==> config.mk <==
export PLATFORM = sky130hd
export DESIGN_NAME = ssi_rx_port
export DESIGN_NICKNAME = d
export VERILOG_FILES = /design/src/rtl/ssi_pkg.sv /design/src/rtl/ssi_sync.sv /design/src/rtl/ssi_deser.sv /design/src/rtl/ssi_fifo.sv /design/src/rtl/ssi_rx_port.sv
export SDC_FILE = /design/constraint.sdc
export NUM_CORES = 2
export LEC_CHECK = 0
export BUFFER_PORTS_ARGS = -buffer_cell sky130_fd_sc_hd__buf_4
export CORE_MARGIN = 8
export CORE_UTILIZATION = 50
export DETAILED_ROUTE_END_ITERATION = 8
export PLACE_DENSITY = 0.68
export SLEW_MARGIN = 5
export SYNTH_ARGS = -nofsm -noshare
export SYNTH_HDL_FRONTEND = slang
export SYNTH_SLANG_ARGS = --single-unit
==> constraint.sdc <==
create_clock -name clk -period 9.2 [get_ports clk]
set_input_delay 1.84 -clock clk [delete_from_list [all_inputs] [get_ports clk]]
set_output_delay 1.84 -clock clk [all_outputs]
set_load 0.03 [all_outputs]
==> src/rtl/ssi_pkg.sv <==
package ssi_pkg;
    parameter int unsigned BYTE_W  = 8;
    localparam int unsigned BIT_IDX_W = $clog2(BYTE_W);

    typedef struct packed {
        logic                 sclk_prev;
        logic                 sync_prev;
        logic [BIT_IDX_W-1:0] bit_idx;
        logic [BYTE_W-1:0]    shreg;
    } deser_st_t;
endpackage

==> src/rtl/ssi_sync.sv <==
module ssi_sync #(
    parameter int unsigned WIDTH  = 3,
    parameter int unsigned STAGES = 2
) (
    input  logic             clk,
    input  logic             rst_n,
    input  logic [WIDTH-1:0] async_i,
    output logic [WIDTH-1:0] sync_o
);
    logic [STAGES-1:0][WIDTH-1:0] stage_d, stage_q;

    always_comb begin
        stage_d[0] = async_i;
        for (int i = 1; i < int'(STAGES); i++) begin
            stage_d[i] = stage_q[i-1];
        end
    end

    always_ff @(posedge clk or negedge rst_n) begin
        if (!rst_n) stage_q <= '0;
        else        stage_q <= stage_d;
    end

    assign sync_o = stage_q[STAGES-1];
endmodule

==> src/rtl/ssi_deser.sv <==
module ssi_deser
    import ssi_pkg::*;
(
    input  logic              clk,
    input  logic              rst_n,
    input  logic              sclk_s,
    input  logic              sync_s,
    input  logic              sdi_s,
    output logic              push_o,
    output logic [BYTE_W-1:0] byte_o
);
    localparam logic [BIT_IDX_W-1:0] LAST_BIT = BIT_IDX_W'(BYTE_W - 1);

    deser_st_t st_d, st_q;
    logic      sclk_rise, sync_rise, push_d;

    always_comb begin
        st_d      = st_q;
        push_d    = 1'b0;
        sclk_rise = sclk_s & ~st_q.sclk_prev;
        sync_rise = sync_s & ~st_q.sync_prev;
        st_d.sclk_prev = sclk_s;
        st_d.sync_prev = sync_s;
        if (sync_rise) begin
            st_d.bit_idx = '0;
            st_d.shreg   = '0;
        end
        if (sclk_rise) begin
            st_d.shreg = {st_d.shreg[BYTE_W-2:0], sdi_s};
            if (st_d.bit_idx == LAST_BIT) begin
                push_d       = 1'b1;
                st_d.bit_idx = '0;
            end else begin
                st_d.bit_idx = st_d.bit_idx + BIT_IDX_W'(1);
            end
        end
    end

    always_ff @(posedge clk or negedge rst_n) begin
        if (!rst_n) st_q <= '0;
        else        st_q <= st_d;
    end

    assign push_o = push_d;
    assign byte_o = st_d.shreg;

    // a byte takes several serial edges, so stores are never adjacent
    a_r4_push_gap: assert property (@(posedge clk) disable iff (!rst_n)
        push_o |=> !push_o);
endmodule

==> src/rtl/ssi_fifo.sv <==
module ssi_fifo #(
    parameter int unsigned WIDTH = 8,
    parameter int unsigned DEPTH = 256
) (
    input  logic                       clk,
    input  logic                       rst_n,
    input  logic                       push_i,
    input  logic [WIDTH-1:0]           din_i,
    input  logic                       rd_ready_i,
    output logic [WIDTH-1:0]           dout_o,
    output logic                       rd_valid_o,
    output logic [$clog2(DEPTH+1)-1:0] cnt_o,
    output logic                       ovf_o
);
    localparam int unsigned PTR_W = $clog2(DEPTH);
    localparam int unsigned CNT_W = $clog2(DEPTH + 1);
    localparam logic [CNT_W-1:0] FULL_CNT = CNT_W'(DEPTH);
    localparam logic [PTR_W-1:0] LAST_PTR = PTR_W'(DEPTH - 1);

    typedef struct packed {
        logic [PTR_W-1:0] wr;
        logic [PTR_W-1:0] rd;
        logic [CNT_W-1:0] cnt;
        logic             ovf;
    } fifo_st_t;

    fifo_st_t         st_d, st_q;
    logic             pop_ok, push_ok;
    logic [WIDTH-1:0] mem [DEPTH];

    always_comb begin
        st_d    = st_q;
        pop_ok  = rd_ready_i && (st_q.cnt != '0);
        push_ok = push_i && ((st_q.cnt != FULL_CNT) || pop_ok);
        if (push_ok) st_d.wr = (st_q.wr == LAST_PTR) ? '0 : st_q.wr + PTR_W'(1);
        if (pop_ok)  st_d.rd = (st_q.rd == LAST_PTR) ? '0 : st_q.rd + PTR_W'(1);
        case ({push_ok, pop_ok})
            2'b10:   st_d.cnt = st_q.cnt + CNT_W'(1);
            2'b01:   st_d.cnt = st_q.cnt - CNT_W'(1);
            default: st_d.cnt = st_q.cnt;
        endcase
        if (push_i && !push_ok) st_d.ovf = 1'b1;
    end

    always_ff @(posedge clk or negedge rst_n) begin
        if (!rst_n) st_q <= '0;
        else        st_q <= st_d;
    end

    always_ff @(posedge clk) begin
        if (push_ok) mem[st_q.wr] <= din_i;
    end

    assign dout_o     = mem[st_q.rd];
    assign rd_valid_o = (st_q.cnt != '0);
    assign cnt_o      = st_q.cnt;
    assign ovf_o      = st_q.ovf;

    // occupancy moves by at most one per cycle
    a_r5_cnt_step: assert property (@(posedge clk) disable iff (!rst_n)
        (st_q.cnt == $past(st_q.cnt)) || (st_q.cnt == $past(st_q.cnt) + CNT_W'(1))
        || (st_q.cnt == $past(st_q.cnt) - CNT_W'(1)));
    // store into a full FIFO without a read is dropped and flagged
    a_r7_full_drop: assert property (@(posedge clk) disable iff (!rst_n)
        (st_q.cnt == FULL_CNT && push_i && !rd_ready_i) |=> (st_q.cnt == FULL_CNT && st_q.ovf));
    // overflow flag is sticky
    a_r7_ovf_sticky: assert property (@(posedge clk) disable iff (!rst_n)
        st_q.ovf |=> st_q.ovf);
    // store and read together at full keep the level and raise no overflow
    a_r8_full_swap: assert property (@(posedge clk) disable iff (!rst_n)
        (st_q.cnt == FULL_CNT && push_i && rd_ready_i) |=> (st_q.cnt == FULL_CNT && st_q.ovf == $past(st_q.ovf)));
endmodule

==> src/rtl/ssi_rx_port.sv <==
module ssi_rx_port #(
    parameter int unsigned DEPTH    = 256,
    parameter int unsigned LOW_MARK = 64,
    parameter int unsigned STAGES   = 2,
    localparam int unsigned CNT_W   = $clog2(DEPTH + 1)
) (
    input  logic                      clk,
    input  logic                      rst_n,
    input  logic                      ser_clk_i,
    input  logic                      ser_sync_i,
    input  logic                      ser_data_i,
    output logic [ssi_pkg::BYTE_W-1:0] rd_data_o,
    output logic                      rd_valid_o,
    input  logic                      rd_ready_i,
    output logic [CNT_W-1:0]          fill_o,
    output logic                      ovf_o,
    output logic                      req_n_o
);
    import ssi_pkg::*;
    localparam logic [CNT_W-1:0] LOW_CNT = CNT_W'(LOW_MARK);

    logic [2:0]        pins_s;
    logic              push;
    logic [BYTE_W-1:0] byte_in;

    ssi_sync #(.WIDTH(3), .STAGES(STAGES)) u_sync (
        .clk     (clk),
        .rst_n   (rst_n),
        .async_i ({ser_clk_i, ser_sync_i, ser_data_i}),
        .sync_o  (pins_s)
    );

    ssi_deser u_deser (
        .clk    (clk),
        .rst_n  (rst_n),
        .sclk_s (pins_s[2]),
        .sync_s (pins_s[1]),
        .sdi_s  (pins_s[0]),
        .push_o (push),
        .byte_o (byte_in)
    );

    ssi_fifo #(.WIDTH(BYTE_W), .DEPTH(DEPTH)) u_fifo (
        .clk        (clk),
        .rst_n      (rst_n),
        .push_i     (push),
        .din_i      (byte_in),
        .rd_ready_i (rd_ready_i),
        .dout_o     (rd_data_o),
        .rd_valid_o (rd_valid_o),
        .cnt_o      (fill_o),
        .ovf_o      (ovf_o)
    );

    assign req_n_o = (fill_o >= LOW_CNT);

    // request withdraws exactly when the level reaches the mark
    a_r6_req_rise: assert property (@(posedge clk) disable iff (!rst_n)
        $rose(req_n_o) |-> (fill_o == LOW_CNT));
    // head byte holds while the consumer stalls
    a_r5_head_hold: assert property (@(posedge clk) disable iff (!rst_n)
        (rd_valid_o && !rd_ready_i) |=> (rd_valid_o && $stable(rd_data_o)));
endmodule

== Yosys cells after proc, flatten, opt, wreduce, memory -nomap -nowiden ==
Memory sizes are Yosys's and may differ from the RTL's.
Cells that the tools add are included.
Storage, ports and cells
  register bits after elaboration: 45
  bits in latches: 0
  memory bits (writable): 2048
  bits in read-only memories: 0
  input bits: 6
  output and inout port bits: 20
  logic and storage cells: 44
  memories: 1
Operators by class
  add/sub/neg operators: 5
  multiply operators: 0
  div/mod/pow operators: 0
  $lt $le $gt $ge: 1
  equal/unequal tests: 6
  shift-type cells: 0
  mux-type cells: 10
  bitwise gates (word level): 4
  reductions and logical operators: 7
Memories
  u_fifo.mem: depth 256, width 8, read ports 1, clocked after Yosys merged registers in 0, wr ports 1, line ssi_fifo.sv:29  | logic [WIDTH-1:0] mem [DEPTH];
Operators by type and width (count)
  $mux W11: 2
  $pmux W9 S2: 1
  $add A8 B1 Y8 const B: 2
  $eq A8 B8 Y1 const B: 2
  $mux W8: 2
  $add A9 B1 Y9 const B: 1
  $ge A9 B7 Y1 const B: 1
  $ne A9 B9 Y1 const B: 1
  $reduce_bool A9 Y1: 1
  $sub A9 B1 Y9 const B: 1
  $mux W1: 4
  $add A3 B1 Y3 const B: 1
  $eq A3 B3 Y1 const B: 1
  $logic_and A1 B1 Y1: 3
  $mux W3: 1
  $and A1 B1 Y1: 2
  $eq A2 B1 Y1 const B: 1
  $eq A2 B2 Y1 const B: 1
  $not A1 Y1: 2
  $reduce_bool A2 Y1: 1
  $logic_not A1 Y1: 1
  $logic_or A1 B1 Y1: 1

== Longest topological paths before layout ==
  word-level depth: 9
  mapped depth: 16
  depth with buffers taken out: 15

== Hierarchy ==
Synthesis repeated with hierarchy kept, for this count alone.
Unflattened totals
  cells, all modules: 3934
  area total of the unflattened synthesis: 81918.6 µm²
By module, submodules not included
  ssi_fifo: instances 1, cells each 3868, area an instance 81119.0 µm², sequential area each 62149.6 µm²
  ssi_deser: instances 1, cells each 59, area an instance 643.1 µm², sequential area each 325.3 µm²
  ssi_sync: instances 1, cells each 6, area an instance 150.1 µm², sequential area each 150.1 µm²
  ssi_rx_port: instances 1, cells each 1, area an instance 6.3 µm², sequential area each 0.0 µm²

== Least setup slack after synthesis ==
Ideal clock, no wire load.
  kind: register -> register
  start: reg u_sync.stage_q, in the netlist u_sync.sync_o[2]
  end: mem u_fifo.mem[0][1], data pin
  setup time: 1579 ps
  arrival: 7700 ps
  data required time: 7621 ps
  setup slack: -79 ps
  cell stages (with the launch flop): 5
  buffers on the path: 1
  clock period less this slack: 9279 ps
  cells stage by stage: dfrtp_1 nand2b_1 clkbuf_1 nand2_1 a21oi_1
On the way
  longest elaborated chain between the ends: 2
RTL lines
  from (decl): line ssi_sync.sv:10  | logic [STAGES-1:0][WIDTH-1:0] stage_d, stage_q;
  from (signal assigned): line ssi_sync.sv:21  | else stage_q <= stage_d;
  $and A1 B1 Y1: line ssi_deser.sv:20  | sclk_rise = sclk_s & ~st_q.sclk_prev;
  $mux W11: line ssi_deser.sv:28  | if (sclk_rise) begin
  net byte_in[1]: line ssi_rx_port.sv:24  | logic [BYTE_W-1:0] byte_in;
  to (decl): line ssi_fifo.sv:29
The timed path passes the listed nets, and every way through them passes these cells.

== Worst setup path in the final report ==
  start: reg u_fifo.st_q[10] (netlist bit)
  end: out rd_data_o[7] (netlist bit)
On the way
  longest elaborated chain between the ends: 1
RTL lines
  from (decl): line ssi_fifo.sv:27  | fifo_st_t st_d, st_q;
  from (signal assigned): line ssi_fifo.sv:47  | else st_q <= st_d;
  $mem_v2 Z256 W8
  to (decl): line ssi_rx_port.sv:12  | output logic [ssi_pkg::BYTE_W-1:0] rd_data_o,
No other way between the ends.

==> metrics.cfg <==
[status]
status = finished clean

[sta]
hold_viol = 0
finClkSkew_ns = 0.06569
period_minus_slack_ns = 7.483
finalCritPeriodShare_pct = 81.34
finalSetupViolations = 0
tightestPinTransition_ns = 1.415
fin_ws_ns = 1.717
fmax_mhz = 133.6
slew_viol_final = 0
rsz0062_at_grt = false
relSlewSlack_pct = 5.682
fin_setup_tns_ns = 0

[yosys]
avgSynthCellArea_um2 = 20.99
synthArstFlopShare_pct = 2.150
ys.flop_type = edfxtp_1
synth_area_um2 = 81610
synthCells = 3889
ys_seq_area_share_pct = 76.74
ys_seq_elements = 2093
yosys_warnings = 0
synth_cell_types = 74
synth_edf_count = 2048
syn_nets = 3910

[layout]
drive_above_1_share_pct = 21.29
area_growth_pct = 11.07
fill_cells = 11960
layout.cells.non_filler = 6308
antenna_cells = 0
fin_util_pct = 55.82
layout.nets = 3974

[floorplan]
coreArea_um2 = 162400
die_area_um2 = 176400
ioPinCount = 26
row_count = 148
initial_core_util_pct = 50.25
die_h_um = 420.0
die_w_um = 420.0

[detailed_routing]
ant_nets = 0
vias = 40050
drt-initial-drc-count = 5259
drt-pass1-iter-count = 5
route.detailed.drc = 0
routedWlPerCell_um = 31.67
via_per_inst = 6.350
drt-total-wl_um = 199800

[pwr]
p_total_mw = 23.36
ir_drop_mv = 0.2983
power_density_nw_per_um2 = 257.6
power.leakage_nw = 29.07

[global_routing]
grt_max_degree = 258
grt.overflow.total = 0
grt_pass1_vias = 39830
groute.usage.overall_pct = 22.45
antenna_found_initial = 2
grt_pass1_wl_um = 288100

[worst_setup_path]
startpoint_type = flip-flop
crit_arrival_ns = 5.64
path_cells = buf_12, buf_12, mux4_2, nor2_1, nor3_1, a2111oi_0, a311oi_1, a2111oi_1, buf_4, o32ai_1, buf_4
reg2reg_depth = 12
worstSetupPathType = reg -> out
r2r-start = u_sync.sync_o[1]
r2r_end = u_fifo.mem[112][0]
worstPathMaxFanout = 50
worst_path_largest_cell_delay_ns = 0.97
timing.critical_path.slowest_stage_cell = dfrtp_4
cp-end-kind = output pin
cp.required_ns = 7.36
r2r_setup_slack_ns = 4.53
path_delay_family = compound AO/OA/AOI/OAI gates
cp_num_buf_inv = 4

[run]
drv_cap = 0

[worst_hold_path]
min_from = u_sync.stage_d[5]
holdPathStages = 0
holdCritPathClass = reg -> reg
whs_endpoint = u_sync.sync_o[2]

[place]
port-buffer-count = 25
place_hpwl_um = 115600
gp_congestion = 0.8390
post-place-ws_ns = 2.613
place_inst = 5921

[clocking]
cts_made_buffers = 205
h-tree-depth = 4
clock_sinks = 2093
insertion_delay_ns = 0.86
cts.path.max_buffers = 3
post-cts-setup-buffer-count = 0
path_clk_slew_ns = 0.06
cts_resized = 0
root_buffer = clkbuf_16
cts_tree = done
hold_buffers = 0

synth_stat cells (all sizes together) (10+ instances only):
cell type,n,share of area [%]
clkbuf,98,0.45
a21oi,67,0.41
edfxtp,2048,75
mux2i,116,1.4
a22o,38,0.41
o21ai,42,0.26
a211oi,28,0.26
nor2,285,1.3
a221oi,44,0.49
xnor2,10,0.11
nor2b,21,0.16
ha,14,0.21
dfrtp,45,1.4
mux2,13,0.18
buf,151,1.5
nor3,21,0.13
o22ai,40,0.31
nand2,112,0.52
nand3,24,0.15
o221ai,14,0.15
a22oi,76,0.70
mux4,471,13
cells by family (layout without fill, tap and decap cells):
| family | Yosys count | count (layout) | synth area share, % |
|---|---|---|---|
| AND/OR/NAND/NOR | 508 | 508 | 2.668 |
| adder cells (fa/ha/maj) | 15 | 15 | 0.2392 |
| flip-flops | 2093 | 2093 | 76.74 |
| buffers and inverters | 258 | 502 | 1.968 |
| AO/OA/AOI/OAI | 400 | 400 | 3.491 |
| multiplexers | 600 | 600 | 14.74 |
| XOR/XNOR | 15 | 15 | 0.1610 |
where the power goes:
| part | total, mW | internal, mW | switching, mW |
|---|---|---|---|
| clock | 8.36 | 4.70 | 3.65 |
| sequential | 10.6 | 10.4 | 0.184 |
| combinational | 4.37 | 1.55 | 2.82 |
| total | 23.4 | 16.7 | 6.65 |
worst register-to-register path, delay by kind of cell, from the launching register on:
family                     cells  cell delay [ns]
buffers and inverters          3             0.91
DFF                            1             0.37
adders and majority gates      2             0.33
and+or+nand+nor                7             2.68
through the flow:
step / instance area [um^2] / hold WS [ns]
after floorplan: 81640 / 0.3312
after global placement: 83920 / 0.3495
after detailed placement: 83920 / 0.3457
after CTS: 90640 / 0.3146
after global routing: 90650 / 0.3190
final: 90650 / 0.3114
layout make-up:
type,instances,area [um^2],area share (%)
clock buffers,248,5311,5.859
clock inverters,139,1415,1.561
inverters,9,35.03,0.03865
multi-input cells,1538,17530,19.34
flip-flops and latches,2093,62640,69.10
well taps,2175,2721,3.002
repair buffers,106,996.0,1.099
flip-flops by register name, summed over array words and instances, names as in the netlist:
name            cells
u_fifo.mem       2048
u_fifo.st_q        16
u_deser.st_q       13
u_fifo.cnt_o        9
u_sync.stage_d      3
u_sync.sync_o       3
u_fifo.ovf_o        1
worst max-delay path by stage:
stage,start,to,slack [ns],cells past startpoint
2_1_floorplan,u_sync.sync_o[2],u_fifo.mem[0][1],3.31,4
3_3_place_gp,u_fifo.st_q[10],rd_data_o[6],2.57,8
3_5_place_dp,u_fifo.st_q[13],rd_data_o[6],2.61,8
4_1_cts,u_fifo.st_q[13],rd_data_o[6],1.71,8
5_1_grt,u_fifo.st_q[10],rd_data_o[7],1.64,11
6_report,u_fifo.st_q[10],rd_data_o[7],1.72,11
cells in the final DEF (no fill, tap or decap), drive strengths merged, types with 6 or more instances in the layout:
cell    netlist  routed
o221ai       14      14
mux4        471     471
nand2b        6       6
xnor2        10      10
o21ai        42      42
a211oi       28      28
clkinv        0     111
o22ai        40      40
bufinv        0      20
inv           9      13
clkbuf       98     248
dfrtp        45      45
a221oi       44      44
nor2b        21      21
nor2        285     285
nand3        24      24
nor3         21      21
a22oi        76      76
buf         151     106
ha           14      14
mux2         13      13
a21oi        67      67
edfxtp     2048    2048
nand2       112     112
mux2i       116     116
a22o         38      38
per-layer routing:
metal	up-vias	track usage [%]	routed length, um
li1	16350	-	-
met1	21310	31.67	78850
met2	2053	35.36	95700
met3	336	4.749	18310
met4	0	7.408	6920
met5	-	0	0
Note: power is estimated with default switching activity, not from simulation.
